<file path="config.mk">
export PLATFORM = sky130hd
export DESIGN_NAME = i2c_mem_target
export DESIGN_NICKNAME = d
export VERILOG_FILES = /design/src/rtl/i2c_mem_target.sv
export SDC_FILE = /design/constraint.sdc
export NUM_CORES = 2
export LEC_CHECK = 0
export CORE_AREA = 3 3 377 417
export DETAILED_ROUTE_END_ITERATION = 10
export DIE_AREA = 0 0 380 420
export PLACE_DENSITY = 0.81
export SLEW_MARGIN = 20
export SYNTH_ARGS = -nofsm -noshare
export SYNTH_HDL_FRONTEND = slang
export SYNTH_SLANG_ARGS = --single-unit
</file>
<file path="constraint.sdc">
create_clock -name clk -period 5.64 [get_ports clk]
set_input_delay 1.128 -clock clk [delete_from_list [all_inputs] [get_ports clk]]
set_output_delay 1.128 -clock clk [all_outputs]
set_load 0.01 [all_outputs]
</file>
<file path="src/rtl/i2c_mem_target.sv">
`timescale 1ns/1ps
module i2c_mem_target #(
  parameter logic [6:0] DEV_ADDR  = 7'h50,
  parameter int         DEPTH     = 256,
  parameter int         WR_CYCLES = 5000
) (
  input  logic clk,
  input  logic rst_n,
  input  logic scl_i,
  input  logic sda_i,
  output logic sda_oe
);
  localparam int AW = (DEPTH > 1) ? $clog2(DEPTH) : 1;
  localparam int CW = $clog2(WR_CYCLES + 1);

  typedef enum logic [2:0] {S_IDLE, S_DEV, S_WADDR, S_WDATA, S_RDATA} st_t;

  logic [1:0] scl_sy, sda_sy;
  logic scl_p, sda_p, scl_s, sda_s;
  logic start_c, stop_c, rise, fall;
  st_t state;
  logic [3:0] bitcnt;
  logic [7:0] sr, tx, wr_data;
  logic [AW-1:0] ptr, wr_addr, ptr_inc;
  logic ackf, wr_pend, busy;
  logic [CW-1:0] busy_cnt;
  logic [7:0] mem [DEPTH];
  logic [7:0] rd_byte;

  always_ff @(posedge clk or negedge rst_n)
    if (!rst_n) begin
      scl_sy <= '1; sda_sy <= '1; scl_p <= 1'b1; sda_p <= 1'b1;
    end else begin
      scl_sy <= {scl_sy[0], scl_i};
      sda_sy <= {sda_sy[0], sda_i};
      scl_p  <= scl_sy[1];
      sda_p  <= sda_sy[1];
    end

  assign scl_s   = scl_sy[1];
  assign sda_s   = sda_sy[1];
  assign start_c = scl_s & scl_p & sda_p & ~sda_s;
  assign stop_c  = scl_s & scl_p & ~sda_p & sda_s;
  assign rise    = scl_s & ~scl_p;
  assign fall    = ~scl_s & scl_p;
  assign busy    = busy_cnt != '0;
  assign ptr_inc = (ptr == AW'(DEPTH - 1)) ? '0 : ptr + AW'(1);
  assign rd_byte = mem[ptr];

  always_ff @(posedge clk or negedge rst_n)
    if (!rst_n) begin
      state <= S_IDLE; bitcnt <= '0; sr <= '0; tx <= '0; ptr <= '0;
      ackf <= 1'b0; sda_oe <= 1'b0; wr_pend <= 1'b0;
      wr_addr <= '0; wr_data <= '0; busy_cnt <= '0;
    end else begin
      if (busy) busy_cnt <= busy_cnt - CW'(1);
      if (start_c) begin
        sda_oe <= 1'b0; ackf <= 1'b0; bitcnt <= '0; wr_pend <= 1'b0;
        state <= busy ? S_IDLE : S_DEV;
      end else if (stop_c) begin
        sda_oe <= 1'b0; ackf <= 1'b0; bitcnt <= '0; state <= S_IDLE;
        if (wr_pend) begin
          wr_pend  <= 1'b0;
          busy_cnt <= CW'(WR_CYCLES);
        end
      end else if (rise) begin
        if (ackf) bitcnt <= '0;
        else if (state != S_IDLE) begin
          if (bitcnt != 4'd8) begin
            bitcnt <= bitcnt + 4'd1;
            if (state != S_RDATA) sr <= {sr[6:0], sda_s};
          end else begin
            bitcnt <= '0;
            if (!sda_s) ackf <= 1'b1;
            else        state <= S_IDLE;
          end
        end
      end else if (fall) begin
        if (ackf && bitcnt == 4'd0) begin
          ackf <= 1'b0;
          if (state == S_RDATA) begin
            sda_oe <= ~rd_byte[7];
            tx     <= {rd_byte[6:0], 1'b0};
            ptr    <= ptr_inc;
          end else sda_oe <= 1'b0;
        end else if (!ackf && bitcnt == 4'd8) begin
          case (state)
            S_DEV:
              if (sr[7:1] == DEV_ADDR) begin
                sda_oe <= 1'b1; ackf <= 1'b1;
                state  <= sr[0] ? S_RDATA : S_WADDR;
              end else state <= S_IDLE;
            S_WADDR: begin
              sda_oe <= 1'b1; ackf <= 1'b1; ptr <= sr[AW-1:0]; state <= S_WDATA;
            end
            S_WDATA: begin
              sda_oe <= 1'b1; ackf <= 1'b1;
              wr_data <= sr; wr_addr <= ptr; ptr <= ptr_inc;
              wr_pend <= 1'b1; state <= S_IDLE;
            end
            S_RDATA: sda_oe <= 1'b0;
            default: ;
          endcase
        end else if (state == S_RDATA && !ackf) begin
          sda_oe <= ~tx[7];
          tx     <= {tx[6:0], 1'b0};
        end
      end
    end

  always_ff @(posedge clk or negedge rst_n)
    if (!rst_n) begin
      for (int i = 0; i < DEPTH; i++) mem[i] <= '0;
    end else if (busy_cnt == CW'(1)) begin
      mem[wr_addr] <= wr_data;
    end

  a_r10_oe_rises_scl_low: assert property (@(posedge clk) disable iff (!rst_n)
    $rose(sda_oe) |-> !scl_s);
  a_r4_busy_silent: assert property (@(posedge clk) disable iff (!rst_n)
    busy |-> (state == S_IDLE && !sda_oe));
  a_r3_stop_arms_cycle: assert property (@(posedge clk) disable iff (!rst_n)
    (stop_c && wr_pend) |=> busy_cnt == CW'(WR_CYCLES));
  a_r3_commit_at_end: assert property (@(posedge clk) disable iff (!rst_n)
    $fell(busy) |-> mem[wr_addr] == wr_data);
  a_r2_mismatch_silent: assert property (@(posedge clk) disable iff (!rst_n)
    (fall && !start_c && !stop_c && state == S_DEV && !ackf && bitcnt == 4'd8
     && sr[7:1] != DEV_ADDR) |=> !sda_oe);
endmodule

</file>
==> impl_metrics.json <==
{
  "crit_arrival_ns": 4.93,
  "pwr-share-clk": 0.480,
  "critical_path_class": "reg2reg",
  "grt_pass1_wl_um": 401000,
  "critPathMaxStageDelay_ns": 1.13,
  "internal_power_mw": 24.2,
  "cts_hold_buf": 0,
  "vias": 59600,
  "grt_max_degree": 210,
  "drive_gt1_frac": 0.476,
  "grt_setup_unrepaired": "no",
  "area_growth_pct": 9.51,
  "worst_pin_slew_ns": 1.35,
  "gp_congestion": 0.908,
  "crit_fanout": 34,
  "p_total_mw": 31.0,
  "globalRouteTotalUtil": 0.332,
  "synth_seq_area_share": 0.533,
  "async_flop_share": 1.00,
  "peakVddDrop_mv": 0.266,
  "dr.pass1.iters": 8,
  "cts_resized": 0,
  "cts_sinks": 2116,
  "synth_top_area_cell": "dfrtp_1",
  "synth-edff-count": 0,
  "detail_route.drc_violations": 0,
  "ys_warn_count": 0,
  "clkSlewWorstSetupHoldPaths_ns": 0.06,
  "max_cap_viol_count": 0,
  "skew_ns": 0.0530,
  "clk_latency_ns": 0.86,
  "tritoncts": "yes",
  "cts.path.max_buffers": 3,
  "totalWireLength_um": 261000,
  "synth_nets": 6594,
  "min_period_over_period": 0.740,
  "grt_pass1_vias": 62400,
  "fin_area_mm2": 0.109,
  "dp_hpwl_um": 161000,
  "h-tree-depth": 4,
  "synth.most_common_cell": "dfrtp_1",
  "synth_common_cells": "2110 x dfrtp_1, 1955 x mux2_2, 396 x mux4_2, 332 x clkbuf_1, 274 x mux2i_1",
  "status": "finished, final reports clean",
  "pwr-share-seq": 0.495,
  "grt_antenna_before_repair": 5,
  "p_comb_frac": 0.025,
  "synth_area_mm2": 0.0994,
  "io_buffers": 4,
  "setup_tns_ns": 0,
  "crit_slowest_cell": "o311ai_0",
  "worstPathCellList": "buf_4 -> mux4_2 -> a21oi_1 -> o311ai_0 -> a21o_1 -> o2111ai_1 -> o31ai_1",
  "maxSlewHeadroom": 0.0889,
  "pwr_density_cell_mw_per_mm2": 285,
  "io_pins": 5,
  "placed_area_mm2": 0.101,
  "min_period_ns": 4.17,
  "routedWlPerCell_um": 30.1,
  "synth.avg_cell_area_um2": 15.1,
  "synthTopCellsByArea": "dfrtp_1 53%, mux2_2 22%, mux4_2 9.0%",
  "switchingPower_mw": 6.77,
  "power_switching_share": 0.219,
  "initial_core_util": 0.648,
  "required_ns": 6.40,
  "hold_viol": 0,
  "die_area_mm2": 0.160,
  "synth_top_flop_cell": "dfrtp_1",
  "maxSlewViolCount": 0,
  "setup_violations": 0,
  "syn_inst": 6581,
  "hold_class": "in2async",
  "p_leak_nw": 51.1,
  "fin_nets": 6446,
  "synth.distinct_cells": 79,
  "die_h_um": 420,
  "worstSetupEndpointType": "register",
  "critPathLaunchType": "register",
  "die_w_um": 380,
  "synth_seq_cells": 2116,
  "ctsRootBufferMaster": "clkbuf_16",
  "postCtsSetupRepairBufs": 0,
  "max_freq_mhz": 240,
  "grt-ovfl-total": 0,
  "num_rows": 151,
  "nFillCells": 9732,
  "holdWs_ns": 0.334,
  "yosysTopAreaCellShare": 0.531,
  "via_per_inst": 6.87,
  "design.core.area_mm2": 0.153,
  "ant_nets": 0,
  "initialDrtViolationCount": 5542,
  "cts_buffers": 205
}
area by class of cell:
class,instances,area [µm²],area share
sequential,2116,53000,0.487
multi-input combinational,3957,44100,0.405
clock buffer,285,5990,0.0551
tap,2065,2580,0.0237
timing repair buffer,138,1670,0.0153
clock inverter,99,1440,0.0132
inverter,15,61.3,0.000563
antenna,2,5.00,0.0000460
power by group through the flow:
stage               clock (mW)  combinational, mW  sequential [mW]
floorplan                    0              0.345             15.6
global placement             0              0.758             15.6
detailed placement           0              0.775             15.6
CTS                       15.0              0.777             15.3
global route              15.7              0.846             15.3
finish                    14.9              0.764             15.3
sequential cells by signal, summed over array words and instances, names as in the netlist:
signal	flops
wr_addr	8
ptr	8
scl_p	1
wr_data	8
wr_pend	1
sda_p	1
state	3
sr	8
sda_oe	1
mem	2048
sda_sy	2
bitcnt	4
busy_cnt	13
scl_sy	2
tx	7
ackf	1
worst max-delay path, delay by kind of cell (launching register included):
family	cells	cell delay [ns]
DFF	1	1.02
AOI/OAI and AO/OA	5	1.93
muxes	1	0.39
buffers and inverters	1	0.68
cell families (layout without fill, tap and decap cells):
logic type | Yosys count | in the layout | share of synthesized area
buffers and inverters | 508 | 537 | 0.0247
adder cells (fa/ha/maj) | 9 | 9 | 0.00113
AND/OR/NAND/NOR | 688 | 688 | 0.0527
multiplexers | 2750 | 2750 | 0.353
flip-flops | 2116 | 2116 | 0.533
other | 0 | 2 | 0
AO/OA/AOI/OAI | 502 | 502 | 0.0347
XOR/XNOR | 8 | 8 | 0.000705
metal layers:
metal  track usage  vias up  wire, µm
li1              -    24300         -
met1         0.455    32000    106000
met2         0.509     2567    120000
met3        0.0692      718     20900
met4         0.166        4     14700
met5             0        -        26
layout by cell type (no fill, tap or decap), types with 8 or more instances in the layout:
| cell type | n |
|---|---|
| dfrtp_1 | 2097 |
| mux2_2 | 1955 |
| mux4_2 | 396 |
| mux2i_1 | 274 |
| nand2_1 | 210 |
| clkbuf_16 | 207 |
| mux2_1 | 125 |
| a21oi_1 | 122 |
| nor2_4 | 122 |
| o221ai_1 | 98 |
| buf_4 | 87 |
| nor2_1 | 76 |
| o21ai_0 | 63 |
| nor2_8 | 60 |
| nand3_2 | 60 |
| o22ai_1 | 53 |
| clkbuf_8 | 52 |
| buf_12 | 45 |
| clkinv_2 | 42 |
| a22oi_1 | 34 |
| nand3_1 | 29 |
| nor3_1 | 28 |
| bufinv_16 | 28 |
| clkbuf_1 | 26 |
| a221oi_1 | 20 |
| a31oi_1 | 17 |
| nor2_2 | 14 |
| o31ai_1 | 13 |
| a211oi_1 | 12 |
| dfrtp_4 | 12 |
| inv_1 | 11 |
| nor2b_1 | 10 |
| and2_1 | 10 |
| a22o_1 | 10 |
| o311ai_0 | 9 |
| ha_1 | 9 |
| clkinvlp_4 | 9 |
| a2111oi_0 | 8 |
path summary, 6_finish.rpt:
kind	from	end	slack [ns]	depth (start not counted)
min in group clk	scl_sy[0]	scl_sy[1]	0.36	0
setup / recovery	ptr[0]	tx[6]	1.47	7
max in group asynchronous	rst_n	mem[425]	3.78	2
hold reg to reg	scl_sy[0]	scl_sy[1]	0.36	0
setup reg to reg	ptr[0]	tx[6]	1.47	7
hold / removal	rst_n	mem[1651]	0.33	1
per-stage QoR:
stage                     setup slack, ns   util  cells
after floorplan                      2.96      -   6581
after global placement               1.62  0.660   8289
after detailed placement             1.59  0.660   8289
after CTS                            1.56  0.709   8673
after global routing                 1.49  0.709   8675
final                                1.47  0.709   8677
Power figures use the tool's default switching activity.
